## config.mk

```make
export PLATFORM = sky130hd
export DESIGN_NAME = row_repair_remap
export DESIGN_NICKNAME = d
export VERILOG_FILES = /design/src/rtl/rowfix_pkg.sv /design/src/rtl/repair_store.sv /design/src/rtl/remap_match.sv /design/src/rtl/repair_ctl.sv /design/src/rtl/row_repair_remap.sv
export SDC_FILE = /design/constraint.sdc
export NUM_CORES = 1
export LEC_CHECK = 0
export BUFFER_PORTS_ARGS = -buffer_cell sky130_fd_sc_hd__buf_2
export CAP_MARGIN = 20
export CORE_UTILIZATION = 45
export CTS_BUF_LIST = sky130_fd_sc_hd__clkbuf_4
export DETAILED_ROUTE_END_ITERATION = 10
export SLEW_MARGIN = 30
export SYNTH_ARGS = -nofsm -noshare
export SYNTH_HDL_FRONTEND = slang
export SYNTH_SLANG_ARGS = --single-unit
```

## constraint.sdc

```tcl
create_clock -name clk -period 2.04 [get_ports clk]
set_input_delay 0.306 -clock clk [delete_from_list [all_inputs] [get_ports clk]]
set_output_delay 0.306 -clock clk [all_outputs]
set_load 0.01 [all_outputs]
```

## src/rtl/rowfix_pkg.sv

```systemverilog
package rowfix_pkg;

  // Total serial length of the repair image: one valid bit plus the address per spare.
  function automatic int unsigned image_len(input int unsigned spares, input int unsigned aw);
    return spares * (aw + 1);
  endfunction

  // Bit position of the valid flag of a given entry inside the flat image.
  function automatic int unsigned valid_pos(input int unsigned idx, input int unsigned spares,
                                            input int unsigned aw);
    return image_len(spares, aw) - 1 - idx * (aw + 1);
  endfunction

endpackage

```

## src/rtl/repair_store.sv

```systemverilog
module repair_store
  import rowfix_pkg::*;
#(
  parameter int unsigned SPARES = 4,
  parameter int unsigned AW     = 8,
  localparam int unsigned IW    = $clog2(SPARES),
  localparam int unsigned LEN   = image_len(SPARES, AW)
) (
  input  logic                   clk,
  input  logic                   rst,
  input  logic                   shift_en,
  input  logic                   shift_bit,
  input  logic                   cap_we,
  input  logic [IW-1:0]          cap_idx,
  input  logic [AW-1:0]          cap_row,
  output logic [SPARES-1:0]      ent_valid,
  output logic [SPARES*AW-1:0]   ent_addr
);

  logic [LEN-1:0] image_q;

  // Fuse path and self-test path write the same storage.
  always_ff @(posedge clk) begin
    if (rst) begin
      image_q <= '0;
    end else if (shift_en) begin
      image_q <= {image_q[LEN-2:0], shift_bit};
    end else if (cap_we) begin
      for (int i = 0; i < SPARES; i++) begin
        if (cap_idx == IW'(i)) begin
          image_q[valid_pos(i, SPARES, AW) -: AW+1] <= {1'b1, cap_row};
        end
      end
    end
  end

  for (genvar g = 0; g < SPARES; g++) begin : g_ent
    localparam int unsigned VP = valid_pos(g, SPARES, AW);
    assign ent_valid[g]             = image_q[VP];
    assign ent_addr[g*AW +: AW]     = image_q[VP-1 -: AW];
  end

endmodule

```

## src/rtl/remap_match.sv

```systemverilog
module remap_match #(
  parameter int unsigned SPARES = 4,
  parameter int unsigned AW     = 8,
  localparam int unsigned IW    = $clog2(SPARES)
) (
  input  logic [SPARES-1:0]    ent_valid,
  input  logic [SPARES*AW-1:0] ent_addr,
  input  logic [AW-1:0]        probe,
  output logic                 hit,
  output logic [IW-1:0]        sel
);

  // Scan from the top so that the lowest matching index is the last one written.
  always_comb begin
    hit = 1'b0;
    sel = '0;
    for (int i = SPARES - 1; i >= 0; i--) begin
      if (ent_valid[i] && ent_addr[i*AW +: AW] == probe) begin
        hit = 1'b1;
        sel = IW'(i);
      end
    end
  end

endmodule

```

## src/rtl/repair_ctl.sv

```systemverilog
module repair_ctl
  import rowfix_pkg::*;
#(
  parameter int unsigned SPARES = 4,
  parameter int unsigned AW     = 8,
  localparam int unsigned IW    = $clog2(SPARES),
  localparam int unsigned PW    = $clog2(SPARES + 1),
  localparam int unsigned LEN   = image_len(SPARES, AW),
  localparam int unsigned CW    = $clog2(LEN + 1)
) (
  input  logic          clk,
  input  logic          rst,
  input  logic          hard_mode,
  input  logic          fuse_en,
  input  logic          bist_fail,
  input  logic          bist_done,
  input  logic          fail_known,
  output logic          shift_en,
  output logic          cap_we,
  output logic [IW-1:0] cap_idx,
  output logic          ready,
  output logic          unrepairable
);

  localparam logic [PW-1:0] PTR_FULL = PW'(SPARES);
  localparam logic [CW-1:0] CNT_FULL = CW'(LEN);

  logic [PW-1:0] ptr_q;
  logic [CW-1:0] cnt_q;
  logic          fail_evt;
  logic          full_evt;
  logic          load_done;

  assign shift_en  = hard_mode && fuse_en && (cnt_q != CNT_FULL);
  assign fail_evt  = !hard_mode && bist_fail && !fail_known;
  assign cap_we    = fail_evt && (ptr_q != PTR_FULL);
  assign full_evt  = fail_evt && (ptr_q == PTR_FULL);
  assign cap_idx   = ptr_q[IW-1:0];
  assign load_done = hard_mode ? (cnt_q == CNT_FULL) : bist_done;

  always_ff @(posedge clk) begin
    if (rst) begin
      ptr_q        <= '0;
      cnt_q        <= '0;
      ready        <= 1'b0;
      unrepairable <= 1'b0;
    end else begin
      if (cap_we)    ptr_q        <= ptr_q + 1'b1;
      if (shift_en)  cnt_q        <= cnt_q + 1'b1;
      if (full_evt)  unrepairable <= 1'b1;
      if (load_done) ready        <= 1'b1;
    end
  end

  assert_ptr_bound_R4: assert property (@(posedge clk) disable iff (rst) ptr_q <= PTR_FULL);
  assert_unrep_sticky_R5: assert property (@(posedge clk) disable iff (rst)
    unrepairable |=> unrepairable);
  assert_soft_ready_R6: assert property (@(posedge clk) disable iff (rst)
    (!hard_mode && bist_done) |=> ready);
  assert_cnt_cap_R8: assert property (@(posedge clk) disable iff (rst) cnt_q <= CNT_FULL);
  assert_hard_ready_R8: assert property (@(posedge clk) disable iff (rst)
    (hard_mode && cnt_q == CNT_FULL) |=> ready);
  assert_hard_no_capture_R9: assert property (@(posedge clk) disable iff (rst)
    hard_mode |=> $stable(ptr_q));
  assert_soft_no_shift_R9: assert property (@(posedge clk) disable iff (rst)
    !hard_mode |=> $stable(cnt_q));

endmodule

```

## src/rtl/row_repair_remap.sv

```systemverilog
module row_repair_remap
  import rowfix_pkg::*;
#(
  parameter int unsigned SPARES = 4,
  parameter int unsigned AW     = 8,
  localparam int unsigned IW    = $clog2(SPARES)
) (
  input  logic          clk,
  input  logic          rst,
  input  logic          hard_mode,
  input  logic          fuse_en,
  input  logic          fuse_bit,
  input  logic          bist_fail,
  input  logic [AW-1:0] bist_fail_row,
  input  logic          bist_done,
  input  logic [AW-1:0] row_addr,
  output logic          spare_hit,
  output logic [IW-1:0] spare_sel,
  output logic          ready,
  output logic          unrepairable
);

  logic [SPARES-1:0]    ent_valid;
  logic [SPARES*AW-1:0] ent_addr;
  logic                 shift_en;
  logic                 cap_we;
  logic [IW-1:0]        cap_idx;
  logic                 fail_known;
  logic [IW-1:0]        dup_sel;

  repair_store #(.SPARES(SPARES), .AW(AW)) u_store (
    .clk(clk), .rst(rst), .shift_en(shift_en), .shift_bit(fuse_bit),
    .cap_we(cap_we), .cap_idx(cap_idx), .cap_row(bist_fail_row),
    .ent_valid(ent_valid), .ent_addr(ent_addr)
  );

  // Access path: same-cycle compare and substitute.
  remap_match #(.SPARES(SPARES), .AW(AW)) u_access (
    .ent_valid(ent_valid), .ent_addr(ent_addr), .probe(row_addr),
    .hit(spare_hit), .sel(spare_sel)
  );

  // Capture path: detects an already recorded failing row.
  remap_match #(.SPARES(SPARES), .AW(AW)) u_dup (
    .ent_valid(ent_valid), .ent_addr(ent_addr), .probe(bist_fail_row),
    .hit(fail_known), .sel(dup_sel)
  );

  repair_ctl #(.SPARES(SPARES), .AW(AW)) u_ctl (
    .clk(clk), .rst(rst), .hard_mode(hard_mode), .fuse_en(fuse_en),
    .bist_fail(bist_fail), .bist_done(bist_done), .fail_known(fail_known),
    .shift_en(shift_en), .cap_we(cap_we), .cap_idx(cap_idx),
    .ready(ready), .unrepairable(unrepairable)
  );

  assert_reset_clear_R1: assert property (@(posedge clk)
    rst |=> (!ready && !unrepairable && ent_valid == '0));
  assert_hit_entry_R2: assert property (@(posedge clk) disable iff (rst)
    spare_hit |-> (ent_valid[spare_sel] && ent_addr[spare_sel*AW +: AW] == row_addr));
  assert_dup_seen_R4: assert property (@(posedge clk) disable iff (rst)
    fail_known |-> (ent_valid[dup_sel] && ent_addr[dup_sel*AW +: AW] == bist_fail_row));
  assert_no_rewrite_R4: assert property (@(posedge clk) disable iff (rst)
    cap_we |-> !ent_valid[cap_idx]);

endmodule

```

==> qor.csv <==
metric,value,unit
status,"finished, violations left",
violated checks,setup timing,
diode count,0,
First-pass DRT Iterations,7,
# fillers,593,
IO Port Bufs,27,
GRT Resource Usage Total,29.2,%
Crit Reg-Reg Startpoint,u_store.image_q[13],
Final Critical Period,2.10,ns
area grow syn2layout,36.5,%
Synth Area in Simple Gates,30.8,%
post-synthesis adder-cell area fraction,2.44,%
M1 WL,4.69,mm
fin cells,556,
Post-Synthesis Cells,393,
initial antenna violation count,0,
reg-to-reg setup timing slack,0.01,ns
H-tree Lvls,2,
Async SR Flop Fraction,0,%
PwrDens,490,nW/um2
Crit Path Class,flop to primary output,
GRT overflow,0,
final net count,507,
post-synthesis xor/xnor area fraction,19.6,%
worst path required time,1.73,ns
met3 WL,826,um
WL final,10.7,mm
row cnt,29,
largest net degree at the start of global routing,50,
crit path DAT,1.79,ns
Synthesized Nets,422,
CTS sink cnt,47,
"Avg Cell Area, Syn",7.83,um2
DRC Markers,0,
Synth Flop Type,dfxtp_1,
Synth Area in Compound Gates,10.2,%
Max clock buf depth,2,
max cap viols,0,
register bit total from synthesis,47,
clock skew,0.0294,ns
DIE WIDTH,84.7,um
Hold Path Class,input pin to flop,
R2R Path End,u_store.image_q[29],
drt via density,5.96,
Hold Crit Endpoint,u_store.image_q[0],
unrepaired setup endpoints after global routing,true,
fin util,65.1,%
crit start category,flop,
most frequent cells in the layout,"buf_4 (68), xnor2_1 (52), nand2_1 (47)",
Die Y,84.7,um
Critical Path Fanout Max,3,
GPL Wtd Cong,0.897,
Yosys Warn Count,0,
crit end category,primary output,
final setup fails,3,
post-placement cell count,533,
final hold viol count,0,
R2R depth,8,
DRT antenna net count,0,
"commonest non-fill, non-tap cell in the layout",buf_4,
number of synthesized flops with an enable pin,0,
post-cts hold buffer count,0,
Highest Clock Rate,0.477,GHz
worst skew pair latency,0.39,ns
DR WL/cell,19.2,um
global-route wire length before repair,16.1,mm
vias in the first global route,3058,
"Cell Area, Synth",3080,um2
hold path start,fuse_bit,
ratio of cells with drive above 1 in the final layout,34.4,%
initial core utilization,47.7,%
CORE AREA,6460,um2
Cells on Worst Hold Path,3,
CTS tree,done,
TritonCTS buffer count,5,
Setup WS post-layout,-0.0570,ns
via count,3313,
largest family of logic cells by synthesized area,simple AND/OR/NAND/NOR gates,
Netlist cell types,27,
Die ar.,7170,um2
mux contribution to synthesized area,0,%
LEAKAGE,1.71,nW
io pins,28,
"Reg clk slew, reported paths",0.16,ns
Slew @ Worst Pin,0.682,ns
Max VDD drop,0.364,mV
top sig layer,met4,
DP HPWL,7.55,mm
Slew headroom,54.3,%
crit share post-route,103,%
Max Slew Vio Count,0,
"Seq/Total Area, Yosys",30.6,%
Root Buffer,clkbuf_4,
met2 routed WL,4.97,mm
DR iter-0 viols,339,
what timing repair did:
| item | CTS | global route |
|---|---|---|
| buffers inserted | 9 | 3 |
| setup endpoints to repair | 4 | 37 |
| pin swaps | 20 | 32 |
| endpoints found under the hold margin | 0 | 0 |
| gates resized for setup | 29 | 26 |
| cloned | 0 | 4 |
worst max path at each step:
stage,startpoint,to,slack [ns],cells after the start
final,u_store.image_q[22],spare_sel[0],-0.06,7
after detailed placement,bist_fail_row[5],u_store.image_q[35],-0.19,8
after global placement,bist_fail_row[2],u_store.image_q[21],-0.14,8
after floorplan,bist_fail_row[0],u_store.image_q[27],0.16,9
after CTS,u_store.image_q[25],spare_sel[0],-0.11,8
after global routing,u_store.image_q[0],spare_sel[0],-0.17,8
registers in the layout, summed over array words and instances (netlist names):
| signal | count |
|---|---|
| u_ctl.cnt_q | 6 |
| u_ctl.ptr_q | 3 |
| u_ctl.ready | 1 |
| u_ctl.unrepairable | 1 |
| u_store.image_q | 36 |
area by class of cell:
type | count | area [um2] | area share (%)
Sequential cell | 47 | 960 | 22.8
Inverter | 4 | 15.0 | 0.357
Clock inverter | 3 | 46.3 | 1.10
Clock buffer | 5 | 37.5 | 0.893
Timing Repair Buffer | 113 | 911 | 21.7
Multi-Input combinational cell | 307 | 2140 | 50.8
Tap cell | 77 | 96.3 | 2.29
cell families after synthesis:
kind of cell,count (synthesis)
buffers and inverters,40
adder cells (fa/ha/maj),6
AO/OA/AOI/OAI,45
AND/OR/NAND/NOR,186
flip-flops,47
XOR/XNOR,69
through the flow:
stage	hold slack (ns)	instance area [um2]	power, mW	setup slack [ns]	TNS, ns
after floorplan	0.415	3080	1.22	0.163	0
after global placement	0.449	3740	1.39	-0.144	-2.79
after detailed placement	0.456	3740	1.40	-0.194	-4.51
after CTS	0.192	4010	2.02	-0.110	-0.278
after global routing	0.220	4200	2.13	-0.173	-1.32
final	0.222	4200	2.06	-0.0570	-0.132
worst max-delay path, cell delays in order, from the launching register on:
cell,delay (ns)
dfxtp_1,0.35
buf_4,0.15
xor2_1,0.15
nor4_1,0.25
and3_1,0.25
nor2_1,0.05
nor2_1,0.07
buf_2,0.13
power breakdown:
part / switching (mW) / internal [mW] / leakage, nW
combinational: 0.263 / 0.220 / 1.28
clock: 0.350 / 0.262 / 0.0418
sequential: 0.0191 / 0.945 / 0.388
metal layers:
| metal | vias up | track usage (%) |
|---|---|---|
| met1 | 1565 | 40.3 |
| li1 | 1576 | - |
| met4 | 0 | 5.70 |
| met5 | - | 0 |
| met2 | 152 | 47.3 |
| met3 | 20 | 6.29 |
synthesized netlist by cell type (3+ instances only):
cell type / instances / area share, %
o211ai_1: 32 / 7.8
nand4_1: 42 / 8.5
nor2_1: 21 / 2.6
and3_1: 4 / 0.81
a21oi_1: 6 / 0.98
a211oi_1: 4 / 0.98
nand2_1: 47 / 5.7
xnor2_1: 61 / 17
o21ai_0: 3 / 0.49
clkbuf_1: 15 / 1.8
buf_2: 12 / 2.0
buf_4: 8 / 2.0
inv_1: 4 / 0.49
xor2_1: 8 / 2.3
or3_1: 6 / 1.2
ha_1: 6 / 2.4
nor3_1: 14 / 2.3
nand3_1: 43 / 7.0
dfxtp_1: 47 / 31
(Power assumes the default switching activity.)
